--- src/rtl/lcr_pkg.sv ---
package lcr_pkg;

  // Pin bundle carried through the synchroniser as one vector.
  typedef struct packed {
    logic sck;
    logic sdi;
    logic lat;
    logic blank;
  } lcr_pins_t;

  localparam int PIN_W = $bits(lcr_pins_t);

  // Delay-line depth, in system cycles, for a given channel.
  function automatic int lag_depth(input int ch, input int lag);
    return ch * lag;
  endfunction

endpackage

--- src/rtl/lcr_sync.sv ---
module lcr_sync #(
  parameter int W      = 4,
  parameter int STAGES = 2
) (
  input  logic         clk,
  input  logic         rst,
  input  logic [W-1:0] d_async,
  output logic [W-1:0] q_sync
);

  // One flop chain per bit.
  for (genvar b = 0; b < W; b++) begin : g_bit
    logic [STAGES-1:0] chain;
    always_ff @(posedge clk) begin
      if (rst) chain <= '0;
      else     chain <= {chain[STAGES-2:0], d_async[b]};
    end
    assign q_sync[b] = chain[STAGES-1];
  end

endmodule

--- src/rtl/lcr_shift.sv ---
module lcr_shift #(
  parameter int NCH = 16
) (
  input  logic           clk,
  input  logic           rst,
  input  logic           sck_s,
  input  logic           sdi_s,
  output logic [NCH-1:0] q,
  output logic           sout
);

  logic sck_prev;
  logic step;

  // Rising edge of the synchronised serial clock.
  assign step = sck_s & ~sck_prev;

  always_ff @(posedge clk) begin
    if (rst) begin
      sck_prev <= 1'b0;
      q        <= '0;
    end else begin
      sck_prev <= sck_s;
      if (step) q <= {q[NCH-2:0], sdi_s};
    end
  end

  assign sout = q[NCH-1];


  shift_adv_chk: assert property (@(posedge clk) disable iff (rst)
    step |=> (q == {$past(q[NCH-2:0]), $past(sdi_s)}));


  sout_still_chk: assert property (@(posedge clk) disable iff (rst)
    !step |=> $stable(sout));

endmodule

--- src/rtl/lcr_latch.sv ---
module lcr_latch #(
  parameter int NCH = 16
) (
  input  logic           clk,
  input  logic           rst,
  input  logic           lat_s,
  input  logic [NCH-1:0] d,
  output logic [NCH-1:0] q
);

  always_ff @(posedge clk) begin
    if (rst)        q <= '0;
    else if (lat_s) q <= d;
  end


  latch_pass_chk: assert property (@(posedge clk) disable iff (rst)
    lat_s |=> (q == $past(d)));


  latch_hold_chk: assert property (@(posedge clk) disable iff (rst)
    !lat_s |=> $stable(q));

endmodule

--- src/rtl/lcr_stagger.sv ---
module lcr_stagger #(
  parameter int NCH = 16,
  parameter int LAG = 4
) (
  input  logic           clk,
  input  logic           rst,
  input  logic [NCH-1:0] bits,
  input  logic           blank_s,
  output logic [NCH-1:0] chan
);
  import lcr_pkg::*;

  logic [NCH-1:0] gated;
  assign gated = bits & ~{NCH{blank_s}};

  // Channel n: n*LAG cycles of delay line plus one output register.
  for (genvar ch = 0; ch < NCH; ch++) begin : g_ch
    localparam int D = lag_depth(ch, LAG);
    logic [D:0] line;
    if (D == 0) begin : g_direct
      always_ff @(posedge clk) begin
        if (rst) line <= '0;
        else     line <= gated[ch];
      end
    end else begin : g_delay
      always_ff @(posedge clk) begin
        if (rst) line <= '0;
        else     line <= {line[D-1:0], gated[ch]};
      end
    end
    assign chan[ch] = line[D];
  end

endmodule

--- src/rtl/led_chan_reg.sv ---
module led_chan_reg #(
  parameter int NCH         = 16,
  parameter int LAG         = 4,
  parameter int SYNC_STAGES = 2
) (
  input  logic           clk,
  input  logic           rst,
  input  logic           ser_clk,
  input  logic           ser_in,
  input  logic           lat_en,
  input  logic           blank,
  output logic           ser_out,
  output logic [NCH-1:0] chan_on
);
  import lcr_pkg::*;

  localparam int OFF_CYC = 1 + (NCH - 1) * LAG;
  localparam int CNT_W   = $clog2(OFF_CYC + 2) + 1;

  lcr_pins_t pins_a, pins_s;
  logic [NCH-1:0] shift_q, latch_q;

  assign pins_a = '{sck: ser_clk, sdi: ser_in, lat: lat_en, blank: blank};

  lcr_sync #(.W(PIN_W), .STAGES(SYNC_STAGES)) u_sync (
    .clk(clk), .rst(rst), .d_async(pins_a), .q_sync(pins_s)
  );

  lcr_shift #(.NCH(NCH)) u_shift (
    .clk(clk), .rst(rst), .sck_s(pins_s.sck), .sdi_s(pins_s.sdi),
    .q(shift_q), .sout(ser_out)
  );

  lcr_latch #(.NCH(NCH)) u_latch (
    .clk(clk), .rst(rst), .lat_s(pins_s.lat), .d(shift_q), .q(latch_q)
  );

  lcr_stagger #(.NCH(NCH), .LAG(LAG)) u_stag (
    .clk(clk), .rst(rst), .bits(latch_q), .blank_s(pins_s.blank),
    .chan(chan_on)
  );

  // Counts the cycles blanking has been held, for the check below.
  logic [CNT_W-1:0] blank_run;
  always_ff @(posedge clk) begin
    if (rst || !pins_s.blank)       blank_run <= '0;
    else if (blank_run < CNT_W'(OFF_CYC + 1)) blank_run <= blank_run + 1'b1;
  end


  blank_all_off_chk: assert property (@(posedge clk) disable iff (rst)
    (blank_run >= CNT_W'(OFF_CYC)) |-> (chan_on == '0));


  rst_clear_chk: assert property (@(posedge clk)
    $past(rst) |-> (chan_on == '0 && ser_out == 1'b0));

endmodule

--- config.mk ---
export PLATFORM = sky130hd
export DESIGN_NAME = led_chan_reg
export DESIGN_NICKNAME = d
export VERILOG_FILES = /design/src/rtl/lcr_pkg.sv /design/src/rtl/lcr_sync.sv /design/src/rtl/lcr_shift.sv /design/src/rtl/lcr_latch.sv /design/src/rtl/lcr_stagger.sv /design/src/rtl/led_chan_reg.sv
export SDC_FILE = /design/constraint.sdc
export NUM_CORES = 1
export LEC_CHECK = 0
export ABC_AREA = 1
export BUFFER_PORTS_ARGS = -buffer_cell sky130_fd_sc_hd__buf_4
export CAP_MARGIN = 20
export CELL_PAD_IN_SITES_DETAIL_PLACEMENT = 0
export CELL_PAD_IN_SITES_GLOBAL_PLACEMENT = 2
export CORE_AREA = 5 5 262 162
export CTS_BUF_LIST = sky130_fd_sc_hd__clkbuf_8
export CTS_CLUSTER_SIZE = 10
export DETAILED_ROUTE_END_ITERATION = 7
export DIE_AREA = 0 0 267 167
export HOLD_SLACK_MARGIN = 0.06
export PLACE_DENSITY_LB_ADDON = 0.1
export SYNTH_ARGS = -nofsm -noshare
export SYNTH_HDL_FRONTEND = slang
export SYNTH_HIERARCHICAL = 1
export SYNTH_SLANG_ARGS = --single-unit
--- constraint.sdc ---
create_clock -name clk -period 1.3 [get_ports clk]
set_clock_uncertainty 0.2 [all_clocks]
set_input_delay 0.13 -clock clk [delete_from_list [all_inputs] [get_ports clk]]
set_output_delay 0.13 -clock clk [all_outputs]
set_load 0.05 [all_outputs]
# Word level (Yosys, flattened, before mapping)

Cells that the tools add are included.

Register bits after elaboration: 537
Word-level logic and storage cells: 27

Bitwise logic cells: 4

Operator list:

| kind           | number |
|---|---|
| $and 16x16->16 | 1 |
| $not 16->16    | 1 |
| $and 1x1->1    | 1 |
| $not 1->1      | 1 |

# Depth between registers and ports, before layout

Gate-level depths: netlist (run 1).

Word-level depth: 2
Mapped depth: 7
Mapped depth without buffers: 4

# Cells and area by module

The synthesis (run 1) kept the hierarchy.

By module, submodules not included:

| module      | instances | cells each | area an instance (µm²) |
|---|---|---|---|
| lcr_stagger | 1         | 1561       | 14370.0 |
| lcr_shift   | 1         | 108        | 730.7 |
| lcr_latch   | 1         | 101        | 670.6 |
| lcr_sync    | 1         | 29         | 261.5 |

# Worst setup path before layout (run 1)

No wires, ideal clock.

Path type: reg-to-reg
From: reg u_shift.q[15]
To: reg u_latch.q[15]
Library setup time: 0.064 ns
Stages on the path, launching flop included: 6
Data arrival time: 0.985 ns
Buffers on the path: 1
Slack: 0.051 ns
Clock period less this slack: 1.249 ns
Path through: dfxtp_1 buf_4 inv_1 nand2_1 nand2_1 nor2_1

RTL lines:

| item                   | line            | RTL |
|---|---|---|
| from (decl)            | lcr_shift.sv:8  | `output logic [NCH-1:0] q,` |
| from (signal assigned) | lcr_shift.sv:24 | `if (step) q <= {q[NCH-2:0], sdi_s};` |
| to (signal assigned)   | lcr_latch.sv:12 | `if (rst) q <= '0;` |
| to (signal assigned)   | lcr_latch.sv:13 | `else if (lat_s) q <= d;` |
| to (decl)              | lcr_latch.sv:8  | `output logic [NCH-1:0] q` |

# Final worst setup path (run 1)

From: reg u_stag.g_ch[0].line
To: out chan_on[0]

RTL lines:

| item                   | line               | RTL |
|---|---|---|
| from (decl)            | lcr_stagger.sv:19  | `logic [D:0] line;` |
| from (signal assigned) | lcr_stagger.sv:23  | `else line <= gated[ch];` |
| to (decl)              | led_chan_reg.sv:13 | `output logic [NCH-1:0] chan_on` |

No word-level cell between the ends.

==> out/metrics.yaml, run 1 <==
power:
  cellPowerDensity_mw_per_mm2: 1640
  power_frac_clock_pct: 42.2
  peakVddDrop_uv: 828
  p_comb_share_pct: 2.2
  finalPower_mw: 29.8
  seq_power_share_pct: 55.6
  p_sw_share_pct: 21.1
  p_int_mw: 23.5
  leakagePower_nw: 7.18
  p_sw_mw: 6.31
clock_tree:
  cts_sinks: 537
  cts_buffers: 79
  cts_tree: "built"
  cts.path.max_buffers: 3
  clock_latency_ns: 0.60
  htreeDepth: 3
  root_buffer: "clkbuf_8"
  path_clk_slew_ns: 0.06
detailed_routing:
  drc: 0
  route.vias.total: 9018
  drtIter0Drc: 397
  routed_wl_mm: 20.9
  viasPerCell: 3.71
  wl_per_cell_um: 8.59
  drtPass1Iterations: 4
  antenna_left: 0
cells_and_area:
  antennaDiodeCount: 0
  nets: 1858
  area_delta_synth_final_pct: 13.3
  drive_above_1_share_pct: 9.15
  final_util_pct: 45.6
  fin_cells: 2433
synth:
  synthTopCellsByCount: "567 x nor2_1, 537 x dfxtp_1, 523 x inv_1, 64 x nand2_1, 56 x buf_6"
  netlist_instances: 1799
  syn-num-nets: 1805
  synth_warnings: 6
  synthFlopType: "dfxtp_1"
  ys_async_sr_fraction_pct: 0
  ys_ff_latch: 537
  netlist_top_cells_area: "dfxtp_1 67%, nor2_1 13%, inv_1 12%"
  synthesis.area_mm2: 0.0160
  synth_most_common_cell: "nor2_1"
  synth_top_area_share_pct: 67.1
  synth_cell_types: 12
  synth-edff-count: 0
  netlist.top_cell.by_area: "dfxtp_1"
  ys_seq_area_share_pct: 67.1
  synth_area_per_cell_um2: 8.91
floorplan:
  initial_core_util_pct: 40.3
  die-height_um: 167
  die_w_um: 267
  ioPinCount: 23
  rows: 57
  die-area_mm2: 0.0446
  coreArea_mm2: 0.0398
sta:
  max_slew_margin_pct: 71.1
  post-route-min-period_ns: 1.46
  fin_crit_sh_pct: 112
  worst_pin_slew_ns: 0.434
  tns_ns: -1.73
  fmax_mhz: 686
  final-hold-violation-count: 0
  setup_viol: 17
  final_max_slew_viol_count: 0
  worst_slack_ns: -0.159
  rsz0062_at_grt: "yes"
critical_path:
  path_cells: "buf_8"
  slowest_stage: "dfxtp_4"
  crit_buf_inv: 1
  r2r_start: "u_shift/sck_prev$_SDFF_PP0_"
  start_kind: "register"
  critPathMaxStageDelay_ns: 0.38
  required_ns: 0.97
  worstPathMaxFanout: 1
  crit_family: "flip-flops"
  ff2ff_setup_slack_ns: 0.19
  ff2ff_path_depth: 4
  crit_type: "reg -> out"
  r2r-end: "u_shift/q[10]$_SDFFE_PP0P_"
  crit_path_end_kind: "output port"
  worst-endpoint-arrival_ns: 1.13
global_routing:
  globalRoute.totalOverflow: 0
  grt_pass1_vias: 8733
  antenna_found_initial: 0
  grt_max_degree: 102
  grtUsageTotal_pct: 10.1
  grt_pass1_wl_mm: 38.5
run:
  max_cap_violations: 0
min_path:
  holdPathStages: 2
  hp-class: "reg -> reg"
  min_from: "u_stag/g_ch[12].line[4]$_SDFF_PP0_"
  hold_end: "u_stag/g_ch[12].line[5]$_SDFF_PP0_"
placement:
  placedCellCount: 2292
  gp_congestion: 0.677
  io_buffers: 22
  dp_slack_ns: 0.147
  dp_hpwl_mm: 11.4
run_status:
  violations: "negative setup slack"
  outcome: "finished with violations"
[through the flow]
stage / hold slack (ns) / cell area [µm²]
finish: 0.185 / 18200
CTS: 0.113 / 18200
global route: 0.162 / 18200
floorplan: 0.00238 / 16000
global placement: 0.132 / 16400
detailed placement: 0.137 / 16400
[power by group through the flow]
| stage | combinational [mW] | sequential (mW) | clock [mW] |
|---|---|---|---|
| floorplan | 0.558 | 16.9 | 0 |
| global placement | 0.642 | 17.0 | 0 |
| detailed placement | 0.639 | 17.0 | 0 |
| CTS | 0.668 | 16.6 | 13.3 |
| global route | 0.739 | 16.6 | 14.1 |
| finish | 0.645 | 16.6 | 12.6 |
[area by class of cell]
type / instances / area, µm²
Clock inverter: 36 / 179
Sequential cell: 537 / 10800
Clock buffer: 95 / 1310
Multi-Input combinational cell: 650 / 2470
Inverter: 525 / 1970
Fill cell: 3973 / 21600
Tap cell: 531 / 664
Timing Repair Buffer: 59 / 793
[cells by family after synthesis]
| group | Yosys count | share of synthesized area, % |
|---|---|---|
| simple gates | 650 | 15.4 |
| flops | 537 | 67.1 |
| buf+inv | 612 | 17.5 |
[how the worst max path moves through the flow]
stage               slack [ns]                                  end  cells after the start                      startpoint
finish                   -0.16                           chan_on[0]                      1  u_stag/g_ch[0].line$_SDFF_PP0_
global placement          0.16  u_stag/g_ch[12].line[22]$_SDFF_PP0_                      4                             rst
global route             -0.25                           chan_on[0]                      1  u_stag/g_ch[0].line$_SDFF_PP0_
CTS                      -0.24                           chan_on[0]                      1  u_stag/g_ch[0].line$_SDFF_PP0_
detailed placement        0.15  u_stag/g_ch[10].line[35]$_SDFF_PP0_                      3                             rst
floorplan                 0.05           u_latch/q[15]$_SDFFE_PP0P_                      5      u_shift/q[15]$_SDFFE_PP0P_
[repair_timing]
| item | 4_1_cts | 5_1_grt |
|---|---|---|
| setup buffers | 1 | 0 |
| hold buffers | 9 | 0 |
| setup endpoints to repair | 17 | 17 |
| hold endpoints to repair | 537 | 0 |
| gates resized for setup | 48 | 2 |
[layout by cell type, fill, tap and decap left out]
cell             n
nor2_1         567
inv_1          552
dfxtp_1        520
clkbuf_8        95
nand2_1         64
buf_4           16
buf_8           16
buf_12          16
nand3_1         16
dfxtp_2         16
dlygate4sd3_1    9
clkinvlp_4       4
clkinv_2         2
buf_6            2
nor2_2           2
inv_2            2
bufinv_16        1
nor2_4           1
dfxtp_4          1
[worst min-delay path: cells and delay by family (launching register included)]
family,cells,cell delay (ns)
buffers and inverters,1,0.04
and+or+nand+nor,1,0.03
DFF,1,0.29
[sequential cells by signal, summed over array words and instances, names as in the netlist]
signal	count
u_shift/q	16
u_stag/g_ch.line	496
u_latch/q	16
u_shift/sck_prev	1
u_sync/g_bit.chain	8
[routing by layer]
layer  share of wire, %  global-route usage, %  vias to the layer above
li1                   -                      -                     4967
met1                 54                   13.5                     3907
met2                 39                   14.7                       94
met3                5.0                   3.70                       50
met4                2.7                   4.45                        0
met5                  0                      0                        -
(Power assumes the default switching activity.)
==> inputs of run 2 (changes only) <==
Settings changed: GPL_TIMING_DRIVEN from default to 0.
==> out/metrics.yaml, run 2 (same netlist as run 1, synthesis figures left out) <==
run:
  max_cap_violations: 0  # unchanged
critical_path:
  ff2ff_setup_slack_ns: 0.05  # -0.14 ns
  critPathMaxStageDelay_ns: 0.36  # -0.02 ns
  worst-endpoint-arrival_ns: 1.10  # -0.03 ns
  crit_family: "flip-flops"
  start_kind: "register"
  crit_type: "reg -> out"
  r2r-end: "u_shift/q[3]$_SDFFE_PP0P_"
  crit_path_end_kind: "output port"
  r2r_start: "u_sync/g_bit[3].chain[1]$_SDFF_PP0_"
  ff2ff_path_depth: 6  # +2
  required_ns: 0.97  # about the same
  worstPathMaxFanout: 1  # unchanged
  crit_buf_inv: 1  # unchanged
  slowest_stage: "dfxtp_2"
  path_cells: "buf_8"
clock_tree:
  cts_tree: "built"
  root_buffer: "clkbuf_8"
  clock_latency_ns: 0.60  # about the same
  cts_buffers: 79  # unchanged
  cts_sinks: 537  # unchanged
  cts.path.max_buffers: 3  # unchanged
  path_clk_slew_ns: 0.06  # about the same
  htreeDepth: 3  # unchanged
global_routing:
  antenna_found_initial: 0  # unchanged
  grtUsageTotal_pct: 10.5  # +0.46 points
  grt_max_degree: 11  # -89%
  grt_pass1_vias: 8622  # -1.3%
  globalRoute.totalOverflow: 0  # unchanged
  grt_pass1_wl_mm: 39.9  # +3.8%
floorplan:
  rows: 57  # unchanged
  die-height_um: 167  # unchanged
  ioPinCount: 23  # unchanged
  die_w_um: 267  # unchanged
  initial_core_util_pct: 40.3  # unchanged
  coreArea_mm2: 0.0398  # unchanged
  die-area_mm2: 0.0446  # unchanged
power:
  cellPowerDensity_mw_per_mm2: 1630  # -0.55%
  p_sw_share_pct: 21.1  # about the same
  seq_power_share_pct: 54.7  # -0.9 points
  power_frac_clock_pct: 42.8  # +0.6 points
  p_comb_share_pct: 2.5  # +0.3 points
  leakagePower_nw: 7.44  # +3.6%
  peakVddDrop_uv: 901  # +8.8%
  p_int_mw: 23.9  # +1.7%
  p_sw_mw: 6.41  # +1.6%
sta:
  final_max_slew_viol_count: 0  # unchanged
  max_slew_margin_pct: 79.9  # +8.9 points
  post-route-min-period_ns: 1.43  # -0.0255 ns
  final-hold-violation-count: 0  # unchanged
  rsz0062_at_grt: "yes"
  worst_pin_slew_ns: 0.301  # -0.133 ns
  fin_crit_sh_pct: 110  # -2.0 points
  worst_slack_ns: -0.133  # +0.0255 ns
  fmax_mhz: 698  # +1.8%
  tns_ns: -1.70  # +0.0298 ns
  setup_viol: 17  # unchanged
detailed_routing:
  drc: 0  # unchanged
  antenna_left: 0  # unchanged
  routed_wl_mm: 22.1  # +5.5%
  route.vias.total: 9068  # +0.55%
  viasPerCell: 3.65  # -1.4%
  wl_per_cell_um: 8.89  # +3.5%
  drtPass1Iterations: 4  # unchanged
  drtIter0Drc: 330  # -17%
cells_and_area:
  drive_above_1_share_pct: 11.4  # +2.3 points
  seq_area_mm2: 0.0108  # about the same
  largest_reg_flops: 496  # unchanged
  reg_top3: "u_stag/g_ch.line: 496 flops, u_latch/q: 16 flops, u_shift/q: 16 flops"
  area_delta_synth_final_pct: 15.8
  final_common_cell: "nor2_1"
  multi_input_area_mm2: 0.00247  # unchanged
  final_cell_mix: "567 x nor2_1, 551 x inv_1, 520 x dfxtp_1, 100 x clkbuf_8, 64 x nand2_1"
  antennaDiodeCount: 0  # unchanged
  nFillCells: 3928  # -1.1%
  regMostFlops: "u_stag/g_ch.line"
  nets: 1903  # +2.4%
  final_util_pct: 46.6  # +1.0 points
min_path:
  holdPathStages: 2  # unchanged
  hold_end: "u_stag/g_ch[2].line[6]$_SDFF_PP0_"
  min_from: "u_stag/g_ch[2].line[5]$_SDFF_PP0_"
  hp-class: "reg -> reg"
placement:
  dp_hpwl_mm: 13.0  # +14%
  io_buffers: 22  # unchanged
  gp_congestion: 0.691  # +2.1%
run_status:
  violations: "negative setup slack"
  outcome: "finished with violations"
## run 2: cell types whose count changed in the layout (fill, tap and decap cells not counted), sizes merged
cell,change
clkinvlp,-3
buf,+43
clkbuf,+6
inv,+1
dlygate4sd3,+1
clkinv,+1
## run 2: cell type report
class	count	share of cell area [%]
buffer	69	3.86
clock buffer	100	7.42
clock inverter	35	0.924
inverter	525	10.6
multi-input combinational	650	13.3
sequential	537	58.0
tap	531	3.58
timing repair buffer	35	2.22
## run 2: repair_timing
action | 4_1_cts | 5_1_grt
setup endpoints to repair | 37 | 34
pin swaps | 1 | 2
hold endpoints to repair | 423 | 0
gates resized for setup | 53 | 6
setup buffers | 2 | 0
hold buffers | 10 | 0
cloned | 0 | 1
## run 2: worst max path at each step
stage | cells past startpoint | end | from | slack (ns)
after floorplan | 5 | u_latch/q[15]$_SDFFE_PP0P_ | u_shift/q[15]$_SDFFE_PP0P_ | 0.05
after global placement | 5 | u_stag/g_ch[3].line[0]$_SDFF_PP0_ | u_sync/g_bit[0].chain[1]$_SDFF_PP0_ | -0.08
after detailed placement | 5 | u_stag/g_ch[8].line[0]$_SDFF_PP0_ | u_sync/g_bit[0].chain[1]$_SDFF_PP0_ | -0.07
after CTS | 1 | chan_on[12] | u_stag/g_ch[12].line[48]$_SDFF_PP0_ | -0.21
after global routing | 1 | chan_on[15] | u_stag/g_ch[15].line[60]$_SDFF_PP0_ | -0.22
final | 1 | chan_on[15] | u_stag/g_ch[15].line[60]$_SDFF_PP0_ | -0.13
## run 2: stage by stage
stage / power [mW] / std cells / hold slack, ns / instance area, µm² / setup WS [ns]
4_1_cts: 31.1 / 2483 / 0.167 / 18600 / -0.210
5_1_grt: 32.0 / 2482 / 0.201 / 18600 / -0.218
2_1_floorplan: 17.5 / 1799 / 0.00238 / 16000 / 0.0512
3_3_place_gp: 17.7 / 2352 / 0.147 / 16900 / -0.0820
6_report: 30.3 / 2482 / 0.186 / 18600 / -0.133
3_5_place_dp: 17.7 / 2352 / 0.150 / 16900 / -0.0709
## run 2: power groups by stage
stage          clock, mW  sequential [mW]  combinational [mW]
6_report            13.0             16.6               0.752
5_1_grt             14.5             16.6               0.855
4_1_cts             13.7             16.6               0.773
3_5_place_dp           0             17.0               0.738
3_3_place_gp           0             17.0               0.735
2_1_floorplan          0             16.9               0.558
## run 2: layer usage
metal / vias up / global-route usage (%) / share of wire [%]
met4: 0 / 4.52 / 2.6
met3: 55 / 3.58 / 4.5
met1: 3843 / 15.3 / 56
met5: - / 0 / 0
li1: 5073 / - / -
met2: 97 / 14.3 / 37
==> inputs of run 3 (changes only) <==
Settings changed: SETUP_SLACK_MARGIN from default to 0.05, TNS_END_PERCENT from default to 20.
==> out/metrics.yaml, run 3 (same netlist as run 1, synthesis figures left out) <==
floorplan:
  die_w_um: 267  # unchanged
  die-height_um: 167  # unchanged
  coreArea_mm2: 0.0398  # unchanged
  die-area_mm2: 0.0446  # unchanged
  ioPinCount: 23  # unchanged
  rows: 57  # unchanged
  initial_core_util_pct: 40.3  # unchanged
min_path:
  min_from: "rst"
  hp-class: "in -> reg"
critical_path:
  crit_start: "u_stag/g_ch[15].line[60]$_SDFF_PP0_"
  worst-endpoint-arrival_ns: 1.10  # about the same
  start_kind: "register"
  path_cells: "buf_8"
  crit_type: "reg -> out"
  slowest_stage: "dfxtp_2"
  worstPathMaxFanout: 1  # unchanged
  critPathMaxStageDelay_ns: 0.36  # about the same
  required_ns: 0.97  # about the same
  crit_family: "flip-flops"
  crit_path_end_kind: "output port"
  crit_buf_inv: 1  # unchanged
  r2r_start: "u_sync/g_bit[3].chain[1]$_SDFF_PP0_"
global_routing:
  grt_pass1_wl_mm: 39.9  # about the same
  grt_max_degree: 11  # unchanged
  grtUsageTotal_pct: 10.5  # unchanged
  grt_pass1_vias: 8628  # +0.070%
  antenna_found_initial: 0  # unchanged
  globalRoute.totalOverflow: 0  # unchanged
clock_tree:
  cts_tree: "built"
  cts_sinks: 537  # unchanged
  htreeDepth: 3  # unchanged
  cts.path.max_buffers: 3  # unchanged
  path_clk_slew_ns: 0.06  # about the same
  root_buffer: "clkbuf_8"
  cts_buffers: 79  # unchanged
  clock_latency_ns: 0.60  # about the same
cells_and_area:
  final_util_pct: 46.8  # +0.15 points
  multi_input_area_mm2: 0.00247  # +0.10%
  fin_cells: 2488  # +0.24%
  seq_area_mm2: 0.0108  # about the same
  reg_top3: "u_stag/g_ch.line: 496 flops, u_latch/q: 16 flops, u_shift/q: 16 flops"
  largest_reg_flops: 496  # unchanged
  area_delta_synth_final_pct: 16.1
  nFillCells: 3924  # -0.10%
  regMostFlops: "u_stag/g_ch.line"
  final_common_cell: "nor2_1"
  final_cell_mix: "566 x nor2_1, 550 x inv_1, 518 x dfxtp_1, 100 x clkbuf_8, 64 x nand2_1"
  drive_above_1_share_pct: 12.0  # +0.53 points
  nets: 1909  # +0.32%
  antennaDiodeCount: 0  # unchanged
sta:
  final_max_slew_viol_count: 0  # unchanged
  final-hold-violation-count: 0  # unchanged
  setup_viol: 17  # unchanged
  worst_slack_ns: -0.133  # -0.000253 ns
  fmax_mhz: 698  # about the same
  max_slew_margin_pct: 84.2  # +4.3 points
  post-route-min-period_ns: 1.43  # +0.000253 ns
  rsz0062_at_grt: "yes"
  fin_crit_sh_pct: 110  # about the same
  worst_pin_slew_ns: 0.236  # -0.0651 ns
power:
  peakVddDrop_uv: 901  # about the same
  cellPowerDensity_mw_per_mm2: 1630  # -0.29%
  leakagePower_nw: 7.47  # +0.45%
detailed_routing:
  route.vias.total: 9084  # +0.18%
  drtIter0Drc: 315  # -4.5%
  viasPerCell: 3.65  # about the same
  routed_wl_mm: 22.1  # +0.28%
  wl_per_cell_um: 8.89  # about the same
  drc: 0  # unchanged
  antenna_left: 0  # unchanged
  drtPass1Iterations: 4  # unchanged
placement:
  io_buffers: 22  # unchanged
  placedCellCount: 2352  # unchanged
  gp_congestion: 0.691  # unchanged
  dp_hpwl_mm: 13.0  # unchanged
run:
  max_cap_violations: 0  # unchanged
run_status:
  outcome: "finished with violations"
  violations: "negative setup slack"
-- run 3: changes by cell type in the layout (fill, tap and decap cells not counted), sizes merged --
cell and delta:
buf +5, clkbuf +2, dlygate4sd3 -1
-- run 3: where the power goes --
| part | leakage, nW | switching (mW) | internal [mW] |
|---|---|---|---|
| combinational | 2.23 | 0.453 | 0.313 |
| sequential | 4.34 | 0.0416 | 16.6 |
| clock | 0.908 | 5.91 | 7.07 |
-- run 3: timing repair --
action / CTS / global route
setup endpoints to repair: 37 / 479
gates resized for setup: 55 / 13
hold endpoints to repair: 423 / 97
hold buffers: 9 / 1
buffers inserted: 1 / 7
cloned: 0 / 1
pin swaps: 9 / 2
-- run 3: final timing paths --
path              slack [ns]                                 to  depth (start not counted)
hold / removal          0.12        u_shift/sck_prev$_SDFF_PP0_                          3
hold reg to reg         0.19  u_stag/g_ch[2].line[6]$_SDFF_PP0_                          2
setup reg to reg        0.07          u_shift/q[3]$_SDFFE_PP0P_                          6
setup / recovery       -0.13                        chan_on[15]                          1
-- run 3: routing by layer --
layer / wire length (µm) / track usage (%) / vias up / part of all wire [%]
li1: - / - / 5086 / -
met4: 566 / 4.52 / 0 / 2.6
met2: 8110 / 14.2 / 94 / 37
met3: 1000 / 3.58 / 53 / 4.5
met5: 0 / 0 / - / 0
met1: 12500 / 15.3 / 3851 / 56
-- run 3: through the flow --
step	TNS, ns	setup slack [ns]	area (µm²)	hold slack [ns]	power [mW]
finish	-1.71	-0.133	18600	0.116	30.3
global route	-3.19	-0.218	18600	0.0947	32.0
CTS	-3.54	-0.210	18500	0.168	31.1
detailed placement	-0.792	-0.0709	16900	0.150	17.7
global placement	-0.861	-0.0820	16900	0.147	17.7
floorplan	0	0.0512	16000	0.00238	17.5
-- run 3: layout make-up --
cell class | count | share of cell area [%]
Timing Repair Buffer | 40 | 2.44
Multi-Input combinational cell | 650 | 13.3
Clock inverter | 35 | 0.921
Sequential cell | 537 | 57.9
Inverter | 525 | 10.6
Clock buffer | 100 | 7.39
Tap cell | 531 | 3.57
Buffer | 70 | 3.90
